### config.mk
export PLATFORM = sky130hd
export DESIGN_NAME = adc_engine_regs
export DESIGN_NICKNAME = d
export VERILOG_FILES = /design/src/rtl/adc_eng_pkg.sv /design/src/rtl/adc_eng_ctrl.sv /design/src/rtl/adc_eng_data.sv /design/src/rtl/adc_engine_regs.sv
export SDC_FILE = /design/constraint.sdc
export NUM_CORES = 2
export LEC_CHECK = 0
export BUFFER_PORTS_ARGS = -buffer_cell sky130_fd_sc_hd__buf_2
export CAP_MARGIN = 10
export CELL_PAD_IN_SITES_DETAIL_PLACEMENT = 0
export CELL_PAD_IN_SITES_GLOBAL_PLACEMENT = 2
export CORE_MARGIN = 2
export CORE_UTILIZATION = 38
export CTS_CLUSTER_SIZE = 16
export DETAILED_ROUTE_END_ITERATION = 16
export PLACE_DENSITY_LB_ADDON = 0.1
export SLEW_MARGIN = 40
export SYNTH_ARGS = -nofsm -noshare
export SYNTH_HDL_FRONTEND = slang
export SYNTH_SLANG_ARGS = --single-unit
export TNS_END_PERCENT = 50
### constraint.sdc
create_clock -name clk -period 5.05 [get_ports clk]
set_input_delay 0.7575 -clock clk [delete_from_list [all_inputs] [get_ports clk]]
set_output_delay 0.7575 -clock clk [all_outputs]
set_load 0.1 [all_outputs]
### src/rtl/adc_eng_pkg.sv
package adc_eng_pkg;

  typedef enum logic [3:0] {
    K_NONE, K_CTRL, K_IRQ, K_DET, K_CLK,
    K_SAMP, K_BND, K_HYST, K_SRC, K_TRIM
  } regKind_e;

  localparam int IDX_W = 4;

  // strobes from decode/control to the datapath
  typedef struct packed {
    regKind_e         kind;
    logic [IDX_W-1:0] idx;
    logic             wrStb;
    logic             rdStb;
  } busOp_t;

  localparam int OFS_CTRL = 'h00;
  localparam int OFS_IRQ  = 'h04;
  localparam int OFS_DET  = 'h08;
  localparam int OFS_CLK  = 'h0C;
  localparam int OFS_SAMP = 'h10;
  localparam int OFS_BND  = 'h30;
  localparam int OFS_HYST = 'h70;
  localparam int OFS_SRC  = 'hC0;
  localparam int OFS_TRIM = 'hC4;

  localparam int HI_LSB       = 16;
  localparam int CTRL_EN_BIT  = 0;
  localparam int CTRL_AC_BIT  = 5;
  localparam int CTRL_RDY_BIT = 8;
  localparam int HYST_EN_BIT  = 31;
  localparam int SRC_W        = 16;
  localparam int TRIM_W       = 4;
  localparam int IRQ_OUT_BITS = 8;
  localparam logic [31:0] DET_RST = 32'h0000_000F;
  localparam logic [31:0] CLK_RST = 32'h0000_000F;

endpackage

### src/rtl/adc_eng_ctrl.sv
module adc_eng_ctrl
  import adc_eng_pkg::*;
#(
  parameter int ADDR_W    = 8,
  parameter int NUM_PAIRS = 8
) (
  input  logic              clk,
  input  logic              rstN,
  input  logic [ADDR_W-1:0] busAddr,
  input  logic              busWrEn,
  input  logic              busRdEn,
  output busOp_t            op
);

  localparam int NUM_BND = 2 * NUM_PAIRS;
  localparam logic [ADDR_W-1:0] SAMP_LO = ADDR_W'(OFS_SAMP);
  localparam logic [ADDR_W-1:0] SAMP_HI = ADDR_W'(OFS_SAMP + 4 * NUM_PAIRS);
  localparam logic [ADDR_W-1:0] BND_LO  = ADDR_W'(OFS_BND);
  localparam logic [ADDR_W-1:0] BND_HI  = ADDR_W'(OFS_BND + 4 * NUM_BND);
  localparam logic [ADDR_W-1:0] HYST_LO = ADDR_W'(OFS_HYST);
  localparam logic [ADDR_W-1:0] HYST_HI = ADDR_W'(OFS_HYST + 4 * NUM_BND);

  logic rdEnQ;
  regKind_e kind;
  logic [IDX_W-1:0] idx;

  always_ff @(posedge clk) begin
    if (!rstN) rdEnQ <= 1'b0;
    else       rdEnQ <= busRdEn;
  end

  always_comb begin
    kind = K_NONE;
    idx  = '0;
    if (busAddr[1:0] == 2'b00) begin
      if (busAddr == ADDR_W'(OFS_CTRL))      kind = K_CTRL;
      else if (busAddr == ADDR_W'(OFS_IRQ))  kind = K_IRQ;
      else if (busAddr == ADDR_W'(OFS_DET))  kind = K_DET;
      else if (busAddr == ADDR_W'(OFS_CLK))  kind = K_CLK;
      else if (busAddr == ADDR_W'(OFS_SRC))  kind = K_SRC;
      else if (busAddr == ADDR_W'(OFS_TRIM)) kind = K_TRIM;
      else if (busAddr >= SAMP_LO && busAddr < SAMP_HI) begin
        kind = K_SAMP;
        idx  = IDX_W'((busAddr - SAMP_LO) >> 2);
      end else if (busAddr >= BND_LO && busAddr < BND_HI) begin
        kind = K_BND;
        idx  = IDX_W'((busAddr - BND_LO) >> 2);
      end else if (busAddr >= HYST_LO && busAddr < HYST_HI) begin
        kind = K_HYST;
        idx  = IDX_W'((busAddr - HYST_LO) >> 2);
      end
    end
  end

  assign op.kind  = kind;
  assign op.idx   = idx;
  assign op.wrStb = busWrEn;
  assign op.rdStb = busRdEn & ~rdEnQ;

  // a held strobe yields a single read action
  assert_single_read_R11: assert property (@(posedge clk) disable iff (!rstN)
    op.rdStb |=> !op.rdStb);

endmodule

### src/rtl/adc_eng_data.sv
module adc_eng_data
  import adc_eng_pkg::*;
#(
  parameter int NUM_PAIRS = 8,
  parameter int VAL_W     = 10,
  parameter int LO_STEP   = 5,
  parameter int HI_STEP   = 7
) (
  input  logic        clk,
  input  logic        rstN,
  input  busOp_t      op,
  input  logic [31:0] busWrData,
  output logic [31:0] busRdData,
  output logic        irqOut
);

  localparam int NUM_BND = 2 * NUM_PAIRS;
  localparam logic [VAL_W-1:0] LO_INC = VAL_W'(LO_STEP);
  localparam logic [VAL_W-1:0] HI_INC = VAL_W'(HI_STEP);

  function automatic logic [31:0] packPair(input logic [VAL_W-1:0] lo,
                                           input logic [VAL_W-1:0] hi);
    logic [31:0] w;
    w = '0;
    w[VAL_W-1:0] = lo;
    w[HI_LSB +: VAL_W] = hi;
    return w;
  endfunction

  logic [31:0] ctrlReg, irqReg, detReg, clkReg, rdDataQ;
  logic [SRC_W-1:0]  srcReg;
  logic [TRIM_W-1:0] trimReg;
  logic [VAL_W-1:0]  sampLo [NUM_PAIRS];
  logic [VAL_W-1:0]  sampHi [NUM_PAIRS];
  logic [VAL_W-1:0]  bndLo  [NUM_BND];
  logic [VAL_W-1:0]  bndHi  [NUM_BND];
  logic [VAL_W-1:0]  hystLo [NUM_BND];
  logic [VAL_W-1:0]  hystHi [NUM_BND];
  logic [NUM_BND-1:0] hystEn;

  logic [NUM_PAIRS-1:0] rdHit, sampWr, breach, setMask;
  logic [VAL_W-1:0] wLo, wHi;
  logic irqWr;

  assign wLo   = busWrData[VAL_W-1:0];
  assign wHi   = busWrData[HI_LSB +: VAL_W];
  assign irqWr = op.wrStb && op.kind == K_IRQ;

  // per-word hit decode and window check
  for (genvar k = 0; k < NUM_PAIRS; k++) begin : g_pair
    assign rdHit[k]  = op.rdStb && op.kind == K_SAMP && op.idx == IDX_W'(k);
    assign sampWr[k] = op.wrStb && op.kind == K_SAMP && op.idx == IDX_W'(k);
    assign breach[k] = (sampLo[k] < bndLo[2*k])   || (sampLo[k] > bndHi[2*k]) ||
                       (sampHi[k] < bndLo[2*k+1]) || (sampHi[k] > bndHi[2*k+1]);
  end
  assign setMask = rdHit & breach;

  // scalar registers
  always_ff @(posedge clk) begin
    if (!rstN) begin
      ctrlReg <= '0;
      irqReg  <= '0;
      detReg  <= DET_RST;
      clkReg  <= CLK_RST;
      srcReg  <= '0;
      trimReg <= '0;
    end else begin
      if (op.wrStb) begin
        case (op.kind)
          K_CTRL: begin
            ctrlReg <= busWrData;
            ctrlReg[CTRL_RDY_BIT] <= busWrData[CTRL_EN_BIT];
            ctrlReg[CTRL_AC_BIT]  <= 1'b0;
          end
          K_DET:  detReg  <= busWrData;
          K_CLK:  clkReg  <= busWrData;
          K_SRC:  srcReg  <= busWrData[SRC_W-1:0];
          K_TRIM: trimReg <= busWrData[TRIM_W-1:0];
          default: ;
        endcase
      end
      if (irqWr) irqReg <= busWrData;
      else       irqReg <= irqReg | 32'(setMask);
    end
  end

  // sample words: write wins over the read side effect
  always_ff @(posedge clk) begin
    for (int k = 0; k < NUM_PAIRS; k++) begin
      if (!rstN) begin
        sampLo[k] <= '0;
        sampHi[k] <= '0;
      end else if (sampWr[k]) begin
        sampLo[k] <= wLo;
        sampHi[k] <= wHi;
      end else if (rdHit[k]) begin
        sampLo[k] <= sampLo[k] + LO_INC;
        sampHi[k] <= sampHi[k] + HI_INC;
      end
    end
  end

  // bound and hysteresis words
  always_ff @(posedge clk) begin
    for (int j = 0; j < NUM_BND; j++) begin
      if (!rstN) begin
        bndLo[j]  <= '0;
        bndHi[j]  <= '0;
        hystLo[j] <= '0;
        hystHi[j] <= '0;
        hystEn[j] <= 1'b0;
      end else if (op.wrStb && op.idx == IDX_W'(j)) begin
        if (op.kind == K_BND) begin
          bndLo[j] <= wLo;
          bndHi[j] <= wHi;
        end
        if (op.kind == K_HYST) begin
          hystLo[j] <= wLo;
          hystHi[j] <= wHi;
          hystEn[j] <= busWrData[HYST_EN_BIT];
        end
      end
    end
  end

  // read mux: values before this edge's side effects
  logic [31:0] rdMux;
  always_comb begin
    rdMux = '0;
    case (op.kind)
      K_CTRL: rdMux = ctrlReg;
      K_IRQ:  rdMux = irqReg;
      K_DET:  rdMux = detReg;
      K_CLK:  rdMux = clkReg;
      K_SRC:  rdMux = 32'(srcReg);
      K_TRIM: rdMux = 32'(trimReg);
      K_SAMP:
        for (int k = 0; k < NUM_PAIRS; k++)
          if (op.idx == IDX_W'(k)) rdMux = packPair(sampLo[k], sampHi[k]);
      K_BND:
        for (int j = 0; j < NUM_BND; j++)
          if (op.idx == IDX_W'(j)) rdMux = packPair(bndLo[j], bndHi[j]);
      K_HYST:
        for (int j = 0; j < NUM_BND; j++)
          if (op.idx == IDX_W'(j)) begin
            rdMux = packPair(hystLo[j], hystHi[j]);
            rdMux[HYST_EN_BIT] = hystEn[j];
          end
      default: rdMux = '0;
    endcase
  end

  always_ff @(posedge clk) begin
    if (!rstN)          rdDataQ <= '0;
    else if (op.rdStb)  rdDataQ <= rdMux;
  end

  assign busRdData = rdDataQ;
  assign irqOut    = |irqReg[IRQ_OUT_BITS-1:0];

  // read data only moves on a read strobe
  assert_rd_hold_R3: assert property (@(posedge clk) disable iff (!rstN)
    !op.rdStb |=> $stable(rdDataQ));

  // unmapped reads return zero
  assert_unmapped_zero_R2: assert property (@(posedge clk) disable iff (!rstN)
    (op.rdStb && op.kind == K_NONE) |=> rdDataQ == '0);

  // init flag follows enable, auto-compensation cleared
  assert_ctrl_init_R9: assert property (@(posedge clk) disable iff (!rstN)
    (op.wrStb && op.kind == K_CTRL) |=>
      (ctrlReg[CTRL_RDY_BIT] == $past(busWrData[CTRL_EN_BIT])) && !ctrlReg[CTRL_AC_BIT]);

  // status bits are sticky without a software write
  assert_irq_sticky_R8: assert property (@(posedge clk) disable iff (!rstN)
    !irqWr |=> (irqReg & $past(irqReg)) == $past(irqReg));

  for (genvar k = 0; k < NUM_PAIRS; k++) begin : g_chk
    // sample advances by the fixed steps on a read
    assert_step_R5: assert property (@(posedge clk) disable iff (!rstN)
      (rdHit[k] && !sampWr[k]) |=>
        (sampLo[k] == $past(sampLo[k]) + LO_INC) && (sampHi[k] == $past(sampHi[k]) + HI_INC));
    // no read, no write, no change
    assert_idle_stable_R11: assert property (@(posedge clk) disable iff (!rstN)
      (!rdHit[k] && !sampWr[k]) |=> $stable(sampLo[k]) && $stable(sampHi[k]));
    // out-of-window read latches the status bit
    assert_breach_latch_R7: assert property (@(posedge clk) disable iff (!rstN)
      (rdHit[k] && breach[k] && !irqWr) |=> irqReg[k]);
  end

endmodule

### src/rtl/adc_engine_regs.sv
module adc_engine_regs
  import adc_eng_pkg::*;
#(
  parameter int ADDR_W    = 8,
  parameter int NUM_PAIRS = 8,
  parameter int VAL_W     = 10,
  parameter int LO_STEP   = 5,
  parameter int HI_STEP   = 7
) (
  input  logic              clk,
  input  logic              rstN,
  input  logic [ADDR_W-1:0] busAddr,
  input  logic              busWrEn,
  input  logic [31:0]       busWrData,
  input  logic              busRdEn,
  output logic [31:0]       busRdData,
  output logic              irqOut
);

  busOp_t op;

  adc_eng_ctrl #(
    .ADDR_W(ADDR_W), .NUM_PAIRS(NUM_PAIRS)
  ) uCtrl (
    .clk(clk), .rstN(rstN), .busAddr(busAddr),
    .busWrEn(busWrEn), .busRdEn(busRdEn), .op(op)
  );

  adc_eng_data #(
    .NUM_PAIRS(NUM_PAIRS), .VAL_W(VAL_W),
    .LO_STEP(LO_STEP), .HI_STEP(HI_STEP)
  ) uData (
    .clk(clk), .rstN(rstN), .op(op), .busWrData(busWrData),
    .busRdData(busRdData), .irqOut(irqOut)
  );

endmodule

# [Word-level counts from Yosys, hierarchy flattened]
# Memory sizes are Yosys's and may differ from the RTL's.
# Cells that the tools add are included.
[word_totals] reg_bits=196 latch_bits=0 ram_bits=800 rom_bits=0 inputBits=44 out_inout_bits=33 elab_cells=616 mem_count=6
[op_classes] addsub=19 n_mul=0 n_div=0 n_lt_le_gt_ge=38 eq_ne=29 shift=0 n_mux=313 bitwise_logic=100 n_reduce_logical=87
[memory_table] name="uData.bndHi" words=16 word_bits=10 rd=16 rd_clocked_by_memory_dff=0 write_ports=16 line_no="adc_eng_data.sv:36" source="logic [VAL_W-1:0] bndHi [NUM_BND];"
[memory_table] name="uData.bndLo" words=16 word_bits=10 rd=16 rd_clocked_by_memory_dff=0 write_ports=16 line_no="adc_eng_data.sv:35" source="logic [VAL_W-1:0] bndLo [NUM_BND];"
[memory_table] name="uData.hystHi" words=16 word_bits=10 rd=16 rd_clocked_by_memory_dff=0 write_ports=16 line_no="adc_eng_data.sv:38" source="logic [VAL_W-1:0] hystHi [NUM_BND];"
[memory_table] name="uData.hystLo" words=16 word_bits=10 rd=16 rd_clocked_by_memory_dff=0 write_ports=16 line_no="adc_eng_data.sv:37" source="logic [VAL_W-1:0] hystLo [NUM_BND];"
[memory_table] name="uData.sampHi" words=8 word_bits=10 rd=8 rd_clocked_by_memory_dff=0 write_ports=8 line_no="adc_eng_data.sv:34" source="logic [VAL_W-1:0] sampHi [NUM_PAIRS];"
[memory_table] name="uData.sampLo" words=8 word_bits=10 rd=8 rd_clocked_by_memory_dff=0 write_ports=8 line_no="adc_eng_data.sv:33" source="logic [VAL_W-1:0] sampLo [NUM_PAIRS];"
[op_table] cell="10-bit 2-to-1 mux" count=96
[op_table] cell="26-bit 2-to-1 mux" count=24
[op_table] cell="32-bit 2-to-1 mux" count=17
[op_table] cell="32-bit one-hot mux with 9 select lines" count=1
[op_table] cell="10-bit by 3-bit adder with 10-bit output, second input constant" count=16
[op_table] cell="10-bit > comparator" count=16
[op_table] cell="10-bit < comparator" count=16
[op_table] cell="1-bit 2-to-1 mux" count=155
[op_table] cell="1-bit OR" count=96
[op_table] cell="4-bit 2-to-1 mux" count=19
[op_table] cell="2-bit AND reduction" count=21
[op_table] cell="4-bit equality test, second input constant" count=10
[op_table] cell="1-bit logical AND" count=38
[op_table] cell="4-bit by 3-bit equality test with 1-bit output, second input constant" count=8
[op_table] cell="32-bit by 8-bit OR with 32-bit output" count=1
[op_table] cell="1-bit logical OR" count=24
[op_table] cell="4-bit by 2-bit equality test with 1-bit output, second input constant" count=4
[op_table] cell="8-bit by 4-bit equality test with 1-bit output, second input constant" count=2
[op_table] cell="8-bit equality test, second input constant" count=2
[op_table] cell="6-bit subtractor, second input constant" count=2
[op_table] cell="8-bit bitwise AND" count=1
[op_table] cell="4-bit by 1-bit equality test with 1-bit output, second input constant" count=2
[op_table] cell="8-bit by 3-bit equality test with 1-bit output, second input constant" count=1
[op_table] cell="8-bit by 5-bit greater-or-equal comparator with 1-bit output, second input constant" count=1
[op_table] cell="13 further kinds" count=13

# [Depth between registers and ports, before layout]
[logic_depth] ltp_word=30 mapped_depth=18 depth_no_buf=11

# [Modules after synthesis]
# Synthesis repeated with hierarchy kept, for this count alone.
[hier_totals] cells_unflattened=5807 hier_area_um2=57310.0
[by_module_without_submodules] module="adc_eng_data" n_inst=1 cells_each=5756 area_each_um2=56958.4 seq_area_each_um2=27906.8
[by_module_without_submodules] module="adc_eng_ctrl" n_inst=1 cells_each=51 area_each_um2=351.6 seq_area_each_um2=20.0

# [Least setup slack after synthesis]
# OpenSTA, ideal clock, no wires.
[synth_path] path_kind="input to register" start="input busAddr[4]" end="memory uData.hystHi[7][0] (netlist: uData.hystHi[0][70]), enable pin" setup_time_ns=0.427 t_arrival_ns=4.936 t_required_ns=4.623 setup_slack_ns=-0.312 cell_stages=13 n_path_buf=6 cell_sequence="clkbuf_1 clkbuf_1 inv_1 ha_1 a211o_1 o22a_1 o21ai_2 buf_2 buf_2 nand2_1 clkbuf_1 buf_2 o21ai_0"
[synth_lines] element="start, declared" line_no="adc_engine_regs.sv:12" source="input logic [ADDR_W-1:0] busAddr,"
[synth_lines] element="end, declared" line_no="adc_eng_data.sv:38"

# [Final worst setup path]
[layout_path] start="input busAddr[4]" end="register uData.rdDataQ[0] (netlist: uData.busRdData[0])"
[layout_between] elab_chain_cells=30 elab_cells_between_ends=104 classes_between="3 x add/sub; 6 x order compare; 29 x eq/ne; 61 x mux; 5 x reduce/logical"
[layout_lines] element="8-bit by 7-bit greater-or-equal comparator with 1-bit output / 8-bit < comparator (equally long branches)" line_no="adc_eng_ctrl.sv:48" source="end else if (busAddr >= HYST_LO && busAddr < HYST_HI) begin"
[layout_lines] element="1-bit logical AND" line_no="adc_eng_ctrl.sv:48"
[layout_lines] element="4-bit 2-to-1 mux" line_no="adc_eng_ctrl.sv:48"
[layout_lines] element="4-bit 2-to-1 mux" line_no="adc_eng_ctrl.sv:45" source="end else if (busAddr >= BND_LO && busAddr < BND_HI) begin"
[layout_lines] element="4-bit 2-to-1 mux" line_no="adc_eng_ctrl.sv:42" source="else if (busAddr >= SAMP_LO && busAddr < SAMP_HI) begin"
[layout_lines] element="4-bit 2-to-1 mux" line_no="adc_eng_ctrl.sv:41" source="else if (busAddr == ADDR_W'(OFS_TRIM)) kind = K_TRIM;"
[layout_lines] element="4-bit 2-to-1 mux" line_no="adc_eng_ctrl.sv:40" source="else if (busAddr == ADDR_W'(OFS_SRC)) kind = K_SRC;"
[layout_lines] element="4-bit 2-to-1 mux" line_no="adc_eng_ctrl.sv:39" source="else if (busAddr == ADDR_W'(OFS_CLK)) kind = K_CLK;"
[layout_lines] element="4-bit 2-to-1 mux" line_no="adc_eng_ctrl.sv:38" source="else if (busAddr == ADDR_W'(OFS_DET)) kind = K_DET;"
[layout_lines] element="4-bit 2-to-1 mux" line_no="adc_eng_ctrl.sv:37" source="else if (busAddr == ADDR_W'(OFS_IRQ)) kind = K_IRQ;"
[layout_lines] element="4-bit 2-to-1 mux" line_no="adc_eng_ctrl.sv:36" source="if (busAddr == ADDR_W'(OFS_CTRL)) kind = K_CTRL;"
[layout_lines] element="4-bit 2-to-1 mux" line_no="adc_eng_ctrl.sv:35" source="if (busAddr[1:0] == 2'b00) begin"
[layout_lines] element="4-bit zero test" line_no="adc_eng_data.sv:139, adc_eng_data.sv:142, adc_eng_data.sv:145"
[layout_lines] element="32-bit 2-to-1 mux / 26-bit 2-to-1 mux (equally long branches) (16 in series)" line_no="adc_eng_data.sv:145, adc_eng_data.sv:142"
[layout_lines] element="32-bit one-hot mux with 9 select lines (*)" line_no="adc_eng_data.sv:130" source="case (op.kind)"
[layout_lines] element="end signal, assigned" line_no="adc_eng_data.sv:155" source="else if (op.rdStb) rdDataQ <= rdMux;"
[layout_lines] element="end, declared" line_no="adc_eng_data.sv:30" source="logic [31:0] ctrlReg, irqReg, detReg, clkReg, rdDataQ;"
# Every way passes the cells marked *; elsewhere a longest branch is shown, timed or not.
# A chain may end at the register's enable or synchronous reset.

==> out/results.ini <==
[critical_path]
worstSetupStartpointType=input pin
path_class=in2reg
crit_buf_inv=4
cp.required_ns=5.72
crit_slowest_cell=a2111oi_1
critPathMaxFanout=24
worstSetupEndpoint=uData.busRdData[0]
crit_family=compound AO/OA/AOI/OAI gates
crit_start=busAddr[4]
slowest_delay_ns=0.61
r2r_start=uCtrl.rdEnQ
reg2regPathDepth=7
cp_num_cells=14
crit_chain=buf_2 > inv_1 > ha_1 > nor4_1 > nand3_1 > a21oi_4 > buf_12 > nor2_4 > buf_4 > a22oi_1 > nor2_1 > a2111oi_1 > nand2_1 > o311a_1
cp-end-kind=register
reg2reg_to=uData.busRdData[20]
cp.arrival_ns=4.92
reg2reg_setup_slack_ns=2.03

[pwr]
swShare=0.271
power.leakage_nw=24.1
clkPwrFrac=0.435
power_frac_comb=0.089
p_sw_mw=5.44
max-vdd-ir-drop_mv=0.319
p_per_area_nw_per_um2=320
seq_power_share=0.476
intPower_mw=14.6

[clock_network]
clk_pin_slew_ns=0.07
cts_root_buf=clkbuf_16
cts_resized=0
htree_levels=3
cts_hold_buf=0
clock_latency_ns=0.78
cts_buffers=116
cts_buffer_depth=3
cts.sinks=995
postCtsSetupBuffers=0
cts_tree=built

[routing]
postRouteAntennaNets=0
num_vias=46200
drt-pass1-iter-count=8
viasPerCell=6.12
drt_iter0_markers=6541
wire_per_inst_microns=36.1
drc_errors=0
routed_wl_microns=272000

[logic_synthesis]
yosysTopAreaCell=edfxtp_1
synthesis.nets=5807
syn_avg_cell_area_sq_um=10.1
yosys_register_bits=995
synth_top_area_share=0.439
netlist_instances=5439
synthFlopType=edfxtp_1
synth_warnings=0
synth-edff-count=800
yosysMostFrequentCell=edfxtp_1
ys_seq_area_frac=0.510
synthTopCellsByArea=edfxtp_1 44%, ha_1 7.4%, and2_1 7.4%, dfxtp_1 7.1%, nand2_1 4.2%
netlist_top_cells_count=800 x edfxtp_1, 644 x and2_1, 618 x nand2_1
synthArstFlopShare=0
synth.lib_cells_used.distinct=96
netlist_area_sq_um=54700

[global_routing]
grt_max_degree=147
grt_pass1_vias=43200
overflow=0
grt_usage=0.364
antenna_found_initial=28
grt_pass1_wl_microns=371000

[finish]
fillCellCount=13700
drive_gt1_frac=0.118
multi_input_area_sq_um=24100
ff_latch_area_sq_um=27900
nets=5902
area_growth_pct=14.6
fin_util=0.438

[die]
ios=77
start_util=0.382
die-area_sq_um=147000
die_x_microns=384
core_sq_um=143000
rows=139
die_h_microns=384

[place]
portBuffers=76
place_hpwl_microns=195000
finalWeightedCongestion=1.06

[timing]
worst_pin_slew_ns=0.993
period_minus_slack_ns=4.25
fin_skew_ns=0.0452
max_freq_mhz=235
rsz0062_at_grt=false
setup_violations=0
fin_worst_hold_slack_ns=0.243
slew_headroom=0.335
setup_tns_ns=0
drv_slew=0
final_hold_viol_count=0
period_share=0.842

[outcome]
outcome=completed

[worst_hold_path]
hold_path_class=in2reg

[job]
cap_violations=0

==> area by class of cell <==
type,count,share of cell area
clock inverter,64,0.0107
sequential,995,0.445
multi-input combinational,3687,0.385
clock buffer,152,0.0512
inverter,349,0.0210
tap,1903,0.0380
antenna,15,0.000599
timing repair buffer,385,0.0483
==> logic make-up after synthesis <==
| kind of cell | synth area share |
|---|---|
| AOI/OAI and AO/OA | 0.166 |
| DFF | 0.510 |
| adders and majority gates | 0.0741 |
| xor gates and xnor gates | 0.0208 |
| muxes | 0.00743 |
| buffers and inverters | 0.0549 |
| and+or+nand+nor | 0.166 |
==> power by group through the flow <==
stage / Combinational [mW] / Clock (mW) / Sequential, mW
detailed placement: 1.73 / 0 / 9.70
global placement: 1.72 / 0 / 9.71
finish: 1.78 / 8.73 / 9.55
CTS: 1.74 / 8.81 / 9.53
global route: 1.87 / 9.09 / 9.55
floorplan: 0.893 / 0 / 9.46
==> state kept, by name, summed over array words and instances, names as in the netlist, 4 cells and up <==
signal	flops
uData.hystEn	16
uData.sampHi	80
uData.trimReg	4
uData.sampLo	80
uData.ctrlReg	30
uData.busRdData	32
uData.hystHi	160
uData.detReg	32
uData.bndHi	160
uData.hystLo	160
uData.bndLo	160
uData.srcReg	16
uData.irqReg	32
uData.clkReg	32
==> placed cells by master, fill, tap and decap left out, drive strengths merged, types with 15 or more instances in the layout <==
master	synthesis	routed
dfxtp	195	195
a21oi	322	322
o2111ai	20	20
mux2i	35	35
diode	0	15
a22oi	98	98
nand4	40	40
o22ai	46	46
clkinv	0	47
nand2b	17	17
nor2b	21	21
inv	349	353
o221ai	28	28
edfxtp	800	800
a211oi	35	35
o21ai	388	388
nand3	105	105
and3	25	25
nor2	240	240
ha	324	324
clkbuf	300	153
o211ai	32	32
buf	108	384
o21a	31	31
a21boi	16	16
and2	645	645
a221oi	81	81
xnor2	58	58
a22o	26	26
nor3	42	42
a21o	44	44
nand2	623	623
xor2	72	72
a31oi	35	35
a222oi	60	60
==> per-layer routing <==
layer,part of all wire,GRT usage
met1,0.42,0.501
met2,0.43,0.546
met3,0.094,0.0757
met4,0.056,0.175
met5,0.00030,0
==> worst min path at each step <==
stage                 startpoint                 to  slack [ns]  cells past startpoint
6_report                 busRdEn        uCtrl.rdEnQ        0.24                      2
5_1_grt                  busRdEn        uCtrl.rdEnQ        0.24                      2
4_1_cts            busWrData[30]   uData.clkReg[30]        0.21                      3
3_5_place_dp   uData.ctrlReg[22]  uData.ctrlReg[22]        0.45                      2
3_3_place_gp     uData.clkReg[8]    uData.clkReg[8]        0.44                      2
2_1_floorplan    uData.clkReg[8]    uData.clkReg[8]        0.43                      2
==> worst reg2reg max path: stages (launching register included) <==
cell and delay, ns:
dfxtp_1 0.29, nand2b_2 0.55, buf_4 0.44, nand2_1 0.29, o21ai_0 0.14, a221o_1 0.37, or3_1 0.45, o311a_1 0.38
==> metrics by stage <==
stage          power [mW]  worst slack [ns]  std cells  instance area [sq um]
2_1_floorplan        10.4            -0.189       5439                  54700
3_3_place_gp         11.4            0.0427       7316                  58700
3_5_place_dp         11.4             0.127       7318                  58800
4_1_cts              20.1             0.912       7534                  62700
5_1_grt              20.5             0.762       7535                  62700
6_report             20.1             0.798       7550                  62700
No activity file was read; power rests on OpenSTA's default activity.
